===== config.mk =====
export PLATFORM = sky130hd
export DESIGN_NAME = ptw_top
export DESIGN_NICKNAME = d
export VERILOG_FILES = /design/src/rtl/ptw_pkg.sv /design/src/rtl/ptw_ctrl.sv /design/src/rtl/ptw_datapath.sv /design/src/rtl/ptw_top.sv
export SDC_FILE = /design/constraint.sdc
export NUM_CORES = 1
export LEC_CHECK = 0
export ABC_AREA = 1
export ABC_CLOCK_PERIOD_IN_PS = 6110
export BUFFER_PORTS_ARGS = -buffer_cell sky130_fd_sc_hd__buf_2
export CAP_MARGIN = 15
export CORE_MARGIN = 2
export CORE_UTILIZATION = 58
export DETAILED_ROUTE_END_ITERATION = 10
export PLACE_DENSITY = 0.95
export SKIP_CTS_REPAIR_TIMING = 1
export SLEW_MARGIN = 20
export SYNTH_ARGS = -nofsm -noshare
export SYNTH_HDL_FRONTEND = slang
export SYNTH_SLANG_ARGS = --single-unit
export TNS_END_PERCENT = 100

===== constraint.sdc =====
create_clock -name clk -period 6.11 [get_ports clk]
set_input_delay 0.9165 -clock clk [delete_from_list [all_inputs] [get_ports clk]]
set_output_delay 0.9165 -clock clk [all_outputs]
set_load 0.005 [all_outputs]

===== src/rtl/ptw_pkg.sv =====
package ptw_pkg;

  typedef enum logic [2:0] {
    ST_IDLE    = 3'd0,
    ST_RD_TOP  = 3'd1,
    ST_WT_TOP  = 3'd2,
    ST_RD_LEAF = 3'd3,
    ST_WT_LEAF = 3'd4,
    ST_OK      = 3'd5,
    ST_FAULT   = 3'd6
  } walk_state_t;

  localparam logic [1:0] LVL_NONE = 2'd0;
  localparam logic [1:0] LVL_TOP  = 2'd1;
  localparam logic [1:0] LVL_LEAF = 2'd2;

endpackage


===== src/rtl/ptw_ctrl.sv =====
module ptw_ctrl
  import ptw_pkg::*;
(
  input  logic        clk,
  input  logic        rst_n,
  input  logic        req_valid,
  input  logic        rvalid,
  input  logic        pte_valid,
  output walk_state_t state,
  output logic        ld_req,
  output logic        ld_next,
  output logic        ld_ok,
  output logic        ld_flt_top,
  output logic        ld_flt_leaf,
  output logic        sel_leaf,
  output logic        mem_req,
  output logic        ready,
  output logic        done,
  output logic        fault
);

  walk_state_t state_q, state_d;

  always_comb begin
    state_d     = state_q;
    ld_req      = 1'b0;
    ld_next     = 1'b0;
    ld_ok       = 1'b0;
    ld_flt_top  = 1'b0;
    ld_flt_leaf = 1'b0;
    unique case (state_q)
      ST_IDLE: begin
        if (req_valid) begin
          ld_req  = 1'b1;
          state_d = ST_RD_TOP;
        end
      end
      ST_RD_TOP:  state_d = ST_WT_TOP;
      ST_WT_TOP: begin
        if (rvalid) begin
          if (pte_valid) begin
            ld_next = 1'b1;
            state_d = ST_RD_LEAF;
          end else begin
            ld_flt_top = 1'b1;
            state_d    = ST_FAULT;
          end
        end
      end
      ST_RD_LEAF: state_d = ST_WT_LEAF;
      ST_WT_LEAF: begin
        if (rvalid) begin
          if (pte_valid) begin
            ld_ok   = 1'b1;
            state_d = ST_OK;
          end else begin
            ld_flt_leaf = 1'b1;
            state_d     = ST_FAULT;
          end
        end
      end
      ST_OK:    state_d = ST_IDLE;
      ST_FAULT: state_d = ST_IDLE;
      default:  state_d = ST_IDLE;
    endcase
  end

  always_ff @(posedge clk or negedge rst_n) begin
    if (!rst_n) state_q <= ST_IDLE;
    else        state_q <= state_d;
  end

  assign state    = state_q;
  assign sel_leaf = (state_q == ST_RD_LEAF);
  assign mem_req  = (state_q == ST_RD_TOP) || (state_q == ST_RD_LEAF);
  assign ready    = (state_q == ST_IDLE);
  assign done     = (state_q == ST_OK) || (state_q == ST_FAULT);
  assign fault    = (state_q == ST_FAULT);

  AST_DONE_ONE_CYCLE: assert property (@(posedge clk) disable iff (!rst_n)
    done |=> !done);
  AST_READ_SINGLE_CYCLE: assert property (@(posedge clk) disable iff (!rst_n)
    mem_req |=> !mem_req);
  AST_NO_READ_WHILE_WAIT: assert property (@(posedge clk) disable iff (!rst_n)
    (mem_req && !rvalid) |=> !mem_req);
  AST_ACCEPT_STARTS_READ: assert property (@(posedge clk) disable iff (!rst_n)
    (ready && req_valid) |=> (mem_req && !ready));

endmodule


===== src/rtl/ptw_datapath.sv =====
module ptw_datapath
  import ptw_pkg::*;
#(
  parameter int unsigned ADDR_W    = 32,
  parameter int unsigned PTE_W     = 32,
  parameter int unsigned OUTER_W   = 10,
  parameter int unsigned INNER_W   = 10,
  parameter int unsigned OFF_W     = 12,
  parameter int unsigned VALID_BIT = 0,
  localparam int unsigned VA_W     = OUTER_W + INNER_W + OFF_W,
  localparam int unsigned FRAME_W  = ADDR_W - OFF_W,
  localparam int unsigned ENT_SH   = $clog2(PTE_W / 8)
) (
  input  logic              clk,
  input  logic              rst_n,
  input  logic              ld_req,
  input  logic              ld_next,
  input  logic              ld_ok,
  input  logic              ld_flt_top,
  input  logic              ld_flt_leaf,
  input  logic              sel_leaf,
  input  logic [VA_W-1:0]   vaddr,
  input  logic [ADDR_W-1:0] base,
  input  logic [PTE_W-1:0]  rdata,
  output logic [ADDR_W-1:0] mem_addr,
  output logic [ADDR_W-1:0] paddr,
  output logic [1:0]        flt_lvl,
  output logic              pte_valid
);

  logic [VA_W-1:0]    va_q, va_d;
  logic [ADDR_W-1:0]  base_q, base_d;
  logic [FRAME_W-1:0] nxt_q, nxt_d;
  logic [ADDR_W-1:0]  pa_q, pa_d;
  logic [1:0]         lvl_q, lvl_d;

  logic [OUTER_W-1:0] idx_top;
  logic [INNER_W-1:0] idx_leaf;
  logic [OFF_W-1:0]   offset;
  logic [FRAME_W-1:0] pte_frame;
  logic [ADDR_W-1:0]  addr_top, addr_leaf;
  logic               res_en;

  assign idx_top   = va_q[VA_W-1 -: OUTER_W];
  assign idx_leaf  = va_q[OFF_W +: INNER_W];
  assign offset    = va_q[OFF_W-1:0];
  assign pte_frame = rdata[PTE_W-1 -: FRAME_W];
  assign pte_valid = rdata[VALID_BIT];

  assign addr_top  = base_q + (ADDR_W'(idx_top) << ENT_SH);
  assign addr_leaf = (ADDR_W'(nxt_q) << OFF_W) + (ADDR_W'(idx_leaf) << ENT_SH);
  assign mem_addr  = sel_leaf ? addr_leaf : addr_top;

  assign res_en = ld_ok | ld_flt_top | ld_flt_leaf;

  always_comb begin
    va_d   = va_q;
    base_d = base_q;
    nxt_d  = nxt_q;
    pa_d   = pa_q;
    lvl_d  = lvl_q;
    if (ld_req) begin
      va_d   = vaddr;
      base_d = base;
    end
    if (ld_next) nxt_d = pte_frame;
    if (res_en) begin
      if (ld_ok) begin
        pa_d  = {pte_frame, offset};
        lvl_d = LVL_NONE;
      end else begin
        pa_d  = '0;
        lvl_d = ld_flt_top ? LVL_TOP : LVL_LEAF;
      end
    end
  end

  always_ff @(posedge clk or negedge rst_n) begin
    if (!rst_n) begin
      va_q   <= '0;
      base_q <= '0;
      nxt_q  <= '0;
      pa_q   <= '0;
      lvl_q  <= LVL_NONE;
    end else begin
      if (ld_req)  va_q   <= va_d;
      if (ld_req)  base_q <= base_d;
      if (ld_next) nxt_q  <= nxt_d;
      if (res_en)  pa_q   <= pa_d;
      if (res_en)  lvl_q  <= lvl_d;
    end
  end

  assign paddr   = pa_q;
  assign flt_lvl = lvl_q;

  AST_ONE_RESULT_SOURCE: assert property (@(posedge clk) disable iff (!rst_n)
    $countones({ld_ok, ld_flt_top, ld_flt_leaf}) <= 1);
  AST_FAULT_CLEARS_PADDR: assert property (@(posedge clk) disable iff (!rst_n)
    (ld_flt_top || ld_flt_leaf) |=> (paddr == '0));

endmodule


===== src/rtl/ptw_top.sv =====
module ptw_top
  import ptw_pkg::*;
#(
  parameter int unsigned ADDR_W    = 32,
  parameter int unsigned PTE_W     = 32,
  parameter int unsigned OUTER_W   = 10,
  parameter int unsigned INNER_W   = 10,
  parameter int unsigned OFF_W     = 12,
  parameter int unsigned VALID_BIT = 0,
  localparam int unsigned VA_W     = OUTER_W + INNER_W + OFF_W
) (
  input  logic              clk,
  input  logic              rst_n,
  input  logic              req_valid_i,
  input  logic [VA_W-1:0]   req_vaddr_i,
  input  logic [ADDR_W-1:0] ptbr_i,
  output logic              ready_o,
  output logic              mem_req_o,
  output logic [ADDR_W-1:0] mem_addr_o,
  input  logic              mem_rvalid_i,
  input  logic [PTE_W-1:0]  mem_rdata_i,
  output logic              done_o,
  output logic              fault_o,
  output logic [1:0]        fault_level_o,
  output logic [ADDR_W-1:0] paddr_o
);

  logic [1:0]  rst_sync_q;
  logic        rst_int_n;
  walk_state_t state;
  logic        ld_req, ld_next, ld_ok, ld_flt_top, ld_flt_leaf, sel_leaf, pte_valid;

  always_ff @(posedge clk or negedge rst_n) begin
    if (!rst_n) rst_sync_q <= 2'b00;
    else        rst_sync_q <= {rst_sync_q[0], 1'b1};
  end
  assign rst_int_n = rst_sync_q[1];

  ptw_ctrl u_ctrl (
    .clk         (clk),
    .rst_n       (rst_int_n),
    .req_valid   (req_valid_i),
    .rvalid      (mem_rvalid_i),
    .pte_valid   (pte_valid),
    .state       (state),
    .ld_req      (ld_req),
    .ld_next     (ld_next),
    .ld_ok       (ld_ok),
    .ld_flt_top  (ld_flt_top),
    .ld_flt_leaf (ld_flt_leaf),
    .sel_leaf    (sel_leaf),
    .mem_req     (mem_req_o),
    .ready       (ready_o),
    .done        (done_o),
    .fault       (fault_o)
  );

  ptw_datapath #(
    .ADDR_W    (ADDR_W),
    .PTE_W     (PTE_W),
    .OUTER_W   (OUTER_W),
    .INNER_W   (INNER_W),
    .OFF_W     (OFF_W),
    .VALID_BIT (VALID_BIT)
  ) u_dp (
    .clk         (clk),
    .rst_n       (rst_int_n),
    .ld_req      (ld_req),
    .ld_next     (ld_next),
    .ld_ok       (ld_ok),
    .ld_flt_top  (ld_flt_top),
    .ld_flt_leaf (ld_flt_leaf),
    .sel_leaf    (sel_leaf),
    .vaddr       (req_vaddr_i),
    .base        (ptbr_i),
    .rdata       (mem_rdata_i),
    .mem_addr    (mem_addr_o),
    .paddr       (paddr_o),
    .flt_lvl     (fault_level_o),
    .pte_valid   (pte_valid)
  );

  AST_FAULT_HAS_LEVEL: assert property (@(posedge clk) disable iff (!rst_int_n)
    fault_o |-> (fault_level_o == LVL_TOP || fault_level_o == LVL_LEAF));
  AST_SUCCESS_NO_LEVEL: assert property (@(posedge clk) disable iff (!rst_int_n)
    (done_o && !fault_o) |-> (fault_level_o == LVL_NONE));
  AST_READY_ONLY_IDLE: assert property (@(posedge clk) disable iff (!rst_int_n)
    ready_o |-> (!mem_req_o && !done_o));

endmodule


After elaboration in Yosys (flattened, before gate mapping)
Cells that the tools add are included.
{"block": "word_totals", "output_inout_bits": 70, "word_cells": 44, "reg_bits": 123, "in_bits": 100}
{"block": "classes", "addsub": 2, "n_bitwise": 2, "reduce_logical": 4, "n_mux": 20, "eq_ne": 9}
{"cell": "adder 32 x 12 -> 32 bit", "count": 2}
{"cell": "two-way mux 32 bit", "count": 2}
{"cell": "one-hot mux 3 bit (5 select lines)", "count": 1}
{"cell": "two-way mux 3 bit", "count": 4}
{"cell": "two-way mux 1 bit", "count": 10}
{"cell": "== test 3 bit (second input constant)", "count": 3}
{"cell": "== test 3 x 2 -> 1 bit (second input constant)", "count": 2}
{"cell": "two-way mux 2 bit", "count": 3}
{"cell": "!= test 2 bit (second input constant)", "count": 3}
{"cell": "== test 3 x 1 -> 1 bit (second input constant)", "count": 1}
{"cell": "logical NOT 3 bit", "count": 1}
{"cell": "AND reduction 3 bit", "count": 1}
{"cell": "logical OR 1 bit", "count": 2}
{"cell": "OR 1 bit", "count": 2}

Longest topological paths before layout
Gate-level depths: netlist of the first run.
{"block": "depth", "depth_word": 5, "depth_mapped": 12, "ltp_nobuf": 12}

Cells and area by module
Synthesis of the first run repeated with hierarchy kept, for this count alone.
{"block": "hier_totals", "cells_unflattened": 804, "area_unflattened_um2": 6391.1}
{"module": "ptw_datapath", "area_each_um2": 6063.3, "instances": 1, "cells_per_inst": 755, "seq_area_each_um2": 2952.8}
{"module": "ptw_ctrl", "area_each_um2": 274.0, "instances": 1, "cells_per_inst": 46, "seq_area_each_um2": 75.1}
{"module": "ptw_top", "area_each_um2": 53.8, "instances": 1, "cells_per_inst": 3, "seq_area_each_um2": 50.0}

Least setup slack after synthesis of the first run
Ideal clock, no wire load.
{"block": "synth_timing", "path_kind": "reg-to-output", "startpoint": "reg u_dp.base_q[2]", "endpoint": "out mem_addr_o[14]", "required_ns": 5.194, "t_arrival_ns": 1.862, "path_stages_with_launch": 10, "path_buffers": 0, "setup_slack_ns": 3.332, "cell_sequence": "dfrtp_1 -> ha_1 -> fa_1 -> nand3_1 -> nand3_1 -> nand3_1 -> nand3_2 -> or2_2 -> nand3_1 -> nand2_1"}
{"block": "synth_via", "elab_chain_len": 2}
{"element": "start: declaration", "line": "ptw_datapath.sv:32", "rtl": "logic [ADDR_W-1:0] base_q, base_d;"}
{"element": "start signal: assignment", "line": "ptw_datapath.sv:87", "rtl": "if (ld_req) base_q <= base_d;"}
{"element": "adder 32 x 12 -> 32 bit", "line": "ptw_datapath.sv:50", "rtl": "assign addr_top = base_q + (ADDR_W'(idx_top) << ENT_SH);"}
{"element": "two-way mux 32 bit", "line": "ptw_datapath.sv:52", "rtl": "assign mem_addr = sel_leaf ? addr_leaf : addr_top;"}
{"element": "end: declaration", "line": "ptw_top.sv:19", "rtl": "output logic [ADDR_W-1:0] mem_addr_o,"}
No other way between the ends.

Worst setup path after layout of the first run
Ends and elaborated chain as after synthesis.

==> results by group, run 1 <==
Run status
  – Outcome: completed

Logic synthesis
  – Yosys warns: 0
  – Cell count after synthesis: 773
  – Syn_area_per_cell: 8.43 µm²
  – Cell taking the most area after synthesis: dfrtp_1
  – Synth area leaders: dfrtp_1 (47%), nand2_1 (12%), mux2_4 (7.8%), inv_1 (7.2%), nand3_1 (3.5%)
  – Register area share after synthesis: 47.2%
  – Top-area cell type share of the netlist area: 47.2%
  – Unique masters post-synth: 37
  – Post-Synthesis Cell Area: 6520 µm²
  – Mapped Nets: 884
  – Synthesis-stage register bit count: between 100 and 150

Critical path
  – Critical Path Source Type: flip-flop
  – Critical Path RT: 5.19 ns
  – CP Max Fanout: 8
  – WS Path Type: reg2out
  – Worst Setup End Kind: primary output
  – Crit path DAT: roughly 2.9 ns

Floorplanning
  – # rows: 38
  – Die area: 12,100 µm²
  – Die height: ~110 µm
  – Initial core utilization: 59.9%
  – Die X-Extent: 110 µm
  – Core footprint: 10,900 µm²
  – Top Ports: 170

STA
  – Crit share post-route: 61.9%
  – Final Hold Viols: 0
  – Final TNS setup: 0 ns
  – Final min period: around 3.8 ns
  – Layout Skew: 0.00728 ns
  – RSZ-0062 raised after global routing: false
  – Final setup viols: 0
  – Final Max Slew Viols: 0
  – F_max: 264 MHz
  – Worst-margin pin slew: 0.853 ns
  – Max-slew headroom: 43.0%

CTS
  – H-tree levels: 4
  – Clk root buf: clkbuf_8
  – Clock slew at reported path FFs: approximately 0.060 ns
  – Clock Latency Late Sink: ~0.52 ns
  – TritonCTS clock tree: done
  – Sink Count: 123
  – Longest Clk Path Bufs: 2
  – CTS Buf Count: 17

Finish
  – Final net count: 1,039
  – Most common library cell in the layout ignoring fill and taps: nand2_1
  – Final core utilization: just over 70%
  – Fraction of layout cells with a size suffix above 1: 26.9%
  – Commonest cells after routing, fill and taps aside: nand2_1 (202), buf_2 (158), inv_1 (125)
  – Area growth from synthesis to layout: 21.3%
  – Non-filler instance count after layout: 1,083
  – Final instance area: 7910 µm²

Placed design
  – Area of placed instances: 7330 µm²
  – Placed insts: 1,049
  – DP HPWL: 11.8 mm
  – I/O Buffers: 158
  – Placer Congestion: between 0.9 and 1

Route
  – Drt wl/cell: 16.2 µm
  – Via count: 5,849
  – WL final: 17.5 mm
  – Final ANT Viol Nets: 0
  – Via density: 5.40
  – DRT iter0 DRCs: 424
  – DRC Markers: 0
  – DRT Pass-1 Iters: 5

Pwr
  – Total leakage power: about 4.4 nW
  – Total power: 4.59 mW
  – Pwr/cell area: ~580 nW/µm²
  – Max VDD drop: 372 µV

GRT
  – Initial antenna violation count: 2
  – Remaining Overflow, GRT: 0
  – Total track usage: between 30% and 40%
  – First-pass GRT wire length: 27.9 mm
  – Vias in the first global route: 5,780
  – Largest net degree at the start of global routing: 62

Min path
  – Hold Path Class: in2async

Run
  – Max Cap Viol: 0
==> registers in the layout (all words and copies together) (netlist names) <==
signal        cells
u_ctrl.state      3
u_dp.nxt_q       20
u_dp.flt_lvl      2
u_dp.paddr       32
rst_sync_q        2
u_dp.base_q      32
u_dp.va_q        32
==> cells in the mapped netlist <==
cell,instances
clkbuf_1,4
nand2_1,203
mux2_4,34
nand3b_1,4
a211oi_1,2
a21oi_1,31
buf_6,9
o22ai_2,4
inv_2,2
nand4_1,6
o21ai_0,30
nand2_4,1
nand3_4,1
buf_2,10
nand2_2,2
xnor2_1,3
and2_1,2
or2_2,6
nor3_4,1
nand3_1,46
ha_1,10
nor2_1,59
dfrtp_1,123
conb_1,1
o21ai_1,2
a31oi_1,1
nor3b_1,2
buf_1,1
nor2_4,1
nor3_1,7
o21a_1,1
fa_1,1
nor2_2,1
mux2_2,3
inv_1,125
nand3_2,3
o22ai_1,31
==> layer usage <==
layer / track usage (%) / share of wire (%)
met4: 14.7 / 3.3
met3: 7.88 / 7.9
met1: 37.9 / 40
met5: 0 / 0
met2: 48.9 / 49
==> cell families after synthesis <==
family                     Yosys count  share of synthesized area (%)
and+or+nand+nor                    345                           22.8
buffers and inverters              151                           9.92
DFF                                123                           47.2
AOI/OAI and AO/OA                  102                           9.02
muxes                               37                           8.35
adders and majority gates           11                           2.23
xor gates and xnor gates             3                          0.403
other                                1                         0.0575
==> layout make-up <==
cell class / count / area, µm²
sequential: 123 / 3080
antenna: 2 / 5.00
timing repair buffer: 160 / 806
fill: 757 / 2980
clock buffer: 18 / 428
multi-input combinational: 499 / 2800
tap: 140 / 175
inverter: 127 / 477
clock inverter: 14 / 136
==> report_power, final <==
part | leakage, nW | total [mW] | internal, mW | switching, mW
combinational | 2.64 | 2.18 | 0.927 | 1.26
clock | 0.269 | 0.948 | 0.557 | 0.391
sequential | 1.49 | 1.46 | 1.17 | 0.284
==> per-stage QoR <==
stage	hold slack (ns)	worst slack [ns]
after floorplan	0.331	2.43
after global placement	0.339	2.97
after detailed placement	0.338	2.91
after CTS	0.151	2.33
after global routing	0.154	2.18
final	0.172	2.33
==> final timing paths <==
path / start / endpoint / slack [ns] / cells after the start
setup / recovery: u_dp.base_q[2]$_DFFE_PN0P_ / mem_addr_o[14] / 2.33 / 10
max in group asynchronous: rst_sync_q[1]$_DFF_PN0_ / u_dp.base_q[22]$_DFFE_PN0P_ / 4.39 / 1
hold reg to reg: rst_sync_q[0]$_DFF_PN0_ / rst_sync_q[1]$_DFF_PN0_ / 0.35 / 0
hold / removal: rst_n / rst_sync_q[0]$_DFF_PN0_ / 0.17 / 1
min in group clk: rst_sync_q[0]$_DFF_PN0_ / rst_sync_q[1]$_DFF_PN0_ / 0.35 / 0
setup reg to reg: u_ctrl.state[1]$_DFFE_PN0P_ / u_dp.paddr[8]$_DFFE_PN0P_ / 3.86 / 6
==> worst max-delay path, cell delays in order (launching register included) <==
cell and delay [ns]:
dfrtp_1 0.38, ha_1 0.26, fa_1 0.46, nand3_1 0.12, nand3_1 0.16, nand3_1 0.14
nand3_2 0.20, or2_2 0.34, nand3_1 0.08, nand2_1 0.06, buf_2 0.13
Note: power is estimated with default switching activity, not from simulation.
==> run 2: changes to the inputs <==
--- a/config.mk
+++ b/config.mk
@@ -6,13 +6,13 @@
 export NUM_CORES = 1
 export LEC_CHECK = 0
 export ABC_AREA = 1
-export ABC_CLOCK_PERIOD_IN_PS = 6110
+export ABC_CLOCK_PERIOD_IN_PS = 3900
 export BUFFER_PORTS_ARGS = -buffer_cell sky130_fd_sc_hd__buf_2
 export CAP_MARGIN = 15
 export CORE_MARGIN = 2
-export CORE_UTILIZATION = 58
+export CORE_UTILIZATION = 53
 export DETAILED_ROUTE_END_ITERATION = 10
-export PLACE_DENSITY = 0.95
+export PLACE_DENSITY = 0.88
 export SKIP_CTS_REPAIR_TIMING = 1
 export SLEW_MARGIN = 20
 export SYNTH_ARGS = -nofsm -noshare
==> constraint.sdc (replaced) <==
create_clock -name clk -period 3.9 [get_ports clk]
set_input_delay 0.585 -clock clk [delete_from_list [all_inputs] [get_ports clk]]
set_output_delay 0.585 -clock clk [all_outputs]
set_load 0.005 [all_outputs]
==> results by group, run 2 (synthesized netlist as in run 1, its figures left out) <==
STA
  – Worst-margin pin slew: 0.748 ns
  – F_max: 299 MHz
  – WHS: 0.336 ns
  – RSZ-0062 raised after global routing: false
  – Crit share post-route: 85.8%
  – Final TNS setup: 0 ns
  – Final setup viols: 0
  – Layout Skew: 0.00856 ns
  – Final min period: roughly 3.3 ns
  – Final Hold Viols: 0
  – Max-slew headroom: 50.1%
  – Final Max Slew Viols: 0

Floorplanning
  – Initial core utilization: 54.3%
  – Die X-Extent: 115 µm
  – Die height: between 100 and 150 µm
  – Core footprint: ~12,000 µm²
  – Die area: 13,200 µm²
  – Top Ports: 170
  – # rows: 40

Run status
  – Outcome: completed

Pwr
  – Total power: approximately 7.1 mW
  – Pwr/cell area: 893 nW/µm²
  – Max VDD drop: 847 µV
  – Total leakage power: 4.44 nW

Finish
  – Commonest cells after routing, fill and taps aside: nand2_1 (202), buf_2 (158), inv_1 (125)
  – Final net count: 1,044
  – Fraction of layout cells with a size suffix above 1: 27.2%
  – Final core utilization: 66.5%
  – Area growth from synthesis to layout: 22.5%
  – Most common library cell in the layout ignoring fill and taps: nand2_1

Route
  – WL final: 16.3 mm
  – DRT iter0 DRCs: approximately 370
  – DRT Pass-1 Iters: 6
  – Via count: 5,690
  – Via density: slightly above 5
  – Final ANT Viol Nets: 0
  – Drt wl/cell: 14.9 µm
  – DRC Markers: 0

Placed design
  – DP HPWL: approximately 12 mm
  – Placer Congestion: between 0.9 and 1
  – I/O Buffers: around 160

Critical path
  – Worst path most repeated cell: nand3_1
  – CP max stage delay: 0.45 ns
  – Delay-heaviest family, CP: simple AND/OR/NAND/NOR gates
  – Worst path bufs/invs: 1
  – CP cell instances: ha_1 -> fa_1 -> nand3_1 -> nand3_1 -> nand3_1 -> nand3_2 -> or2_2 -> nand3_1 -> nand2_1 -> buf_2
  – Crit path DAT: 2.76 ns
  – Setup slack, reg-to-reg: 1.69 ns
  – Critical Path Source Type: flip-flop
  – Reg-to-Reg End: u_dp.flt_lvl[1]$_DFFE_PN0P_
  – WS Path Type: reg2out
  – Critical Path RT: 3.31 ns
  – Reg-to-reg critical path startpoint: u_ctrl.state[1]$_DFFE_PN0P_
  – Worst reg-to-reg path cell count: 6
  – Worst Setup End Kind: primary output
  – CP Max Fanout: 8
  – Slowest cell on crit path: fa_1

CTS
  – Clock Latency Late Sink: between 0.4 and 0.5 ns
  – H-tree levels: 4
  – Longest Clk Path Bufs: 2
  – Clock slew at reported path FFs: 0.06 ns
  – Clk root buf: clkbuf_16
  – TritonCTS clock tree: done
  – Sink Count: 123
  – CTS Buf Count: 17

Min path
  – Hold Path Class: reg2async

GRT
  – First-pass GRT wire length: 26.4 mm
  – Remaining Overflow, GRT: 0
  – Total track usage: between 20% and 30%
  – Initial antenna violation count: 2
  – Vias in the first global route: ~5,500
  – Largest net degree at the start of global routing: 53

Run
  – Max Cap Viol: 0
[run 2: changes by cell type in the layout (fill, tap and decap cells not counted), sizes merged]
cell,delta
buf,+4
inv,+6
clkinv,-3
dlygate4sd3,+1
clkinvlp,-1
clkbuf,-1
bufinv,-1
[run 2: metrics by stage]
step,cell area (µm²),instances,setup slack [ns]
2_1_floorplan,6520,773,0.220
3_3_place_gp,7360,1059,1.12
3_5_place_dp,7390,1060,1.06
4_1_cts,7970,1092,0.592
5_1_grt,7980,1094,0.408
6_report,7980,1095,0.555
[run 2: worst reg2reg max path: stages (launching register included)]
cell and delay, ns:
dfrtp_1 0.49, nor2_1 0.10, nand2_1 0.11, inv_1 0.10, nand2_2 0.55, nand3_4 0.46, o21ai_0 0.30
[run 2: final cells by class]
type / count / area [µm²]
Antenna cell: 2 / 5.00
Tap cell: 147 / 184
Multi-Input combinational cell: 499 / 2800
Fill cell: 957 / 4030
Clock inverter: 15 / 149
Sequential cell: 123 / 3080
Inverter: 127 / 477
Timing Repair Buffer: 165 / 866
Clock buffer: 17 / 425
[run 2: worst max path at each step]
stage	slack, ns	from	end	cells past startpoint
finish	0.56	u_dp.va_q[22]$_DFFE_PN0P_	mem_addr_o[14]	10
floorplan	0.22	rst_sync_q[1]$_DFF_PN0_	u_ctrl.state[0]$_DFFE_PN0P_	0
CTS	0.59	u_dp.va_q[22]$_DFFE_PN0P_	mem_addr_o[14]	10
global placement	1.12	u_dp.base_q[2]$_DFFE_PN0P_	mem_addr_o[14]	10
global route	0.41	u_dp.va_q[22]$_DFFE_PN0P_	mem_addr_o[14]	10
detailed placement	1.06	u_dp.va_q[22]$_DFFE_PN0P_	mem_addr_o[14]	10
[run 2: report_power, final]
| part | total (mW) | leakage [nW] | internal [mW] | switching, mW |
|---|---|---|---|---|
| Sequential | 2.25 | 1.49 | 1.84 | 0.417 |
| Combinational | 3.36 | 2.67 | 1.46 | 1.90 |
| Clock | 1.52 | 0.278 | 0.849 | 0.667 |
[run 2: layer usage]
layer	GRT usage (%)	up-vias	share of wire, %
met3	6.80	46	5.9
met2	42.4	186	48
met5	0	-	0
li1	-	2787	-
met1	32.4	2671	42
met4	12.1	0	3.4
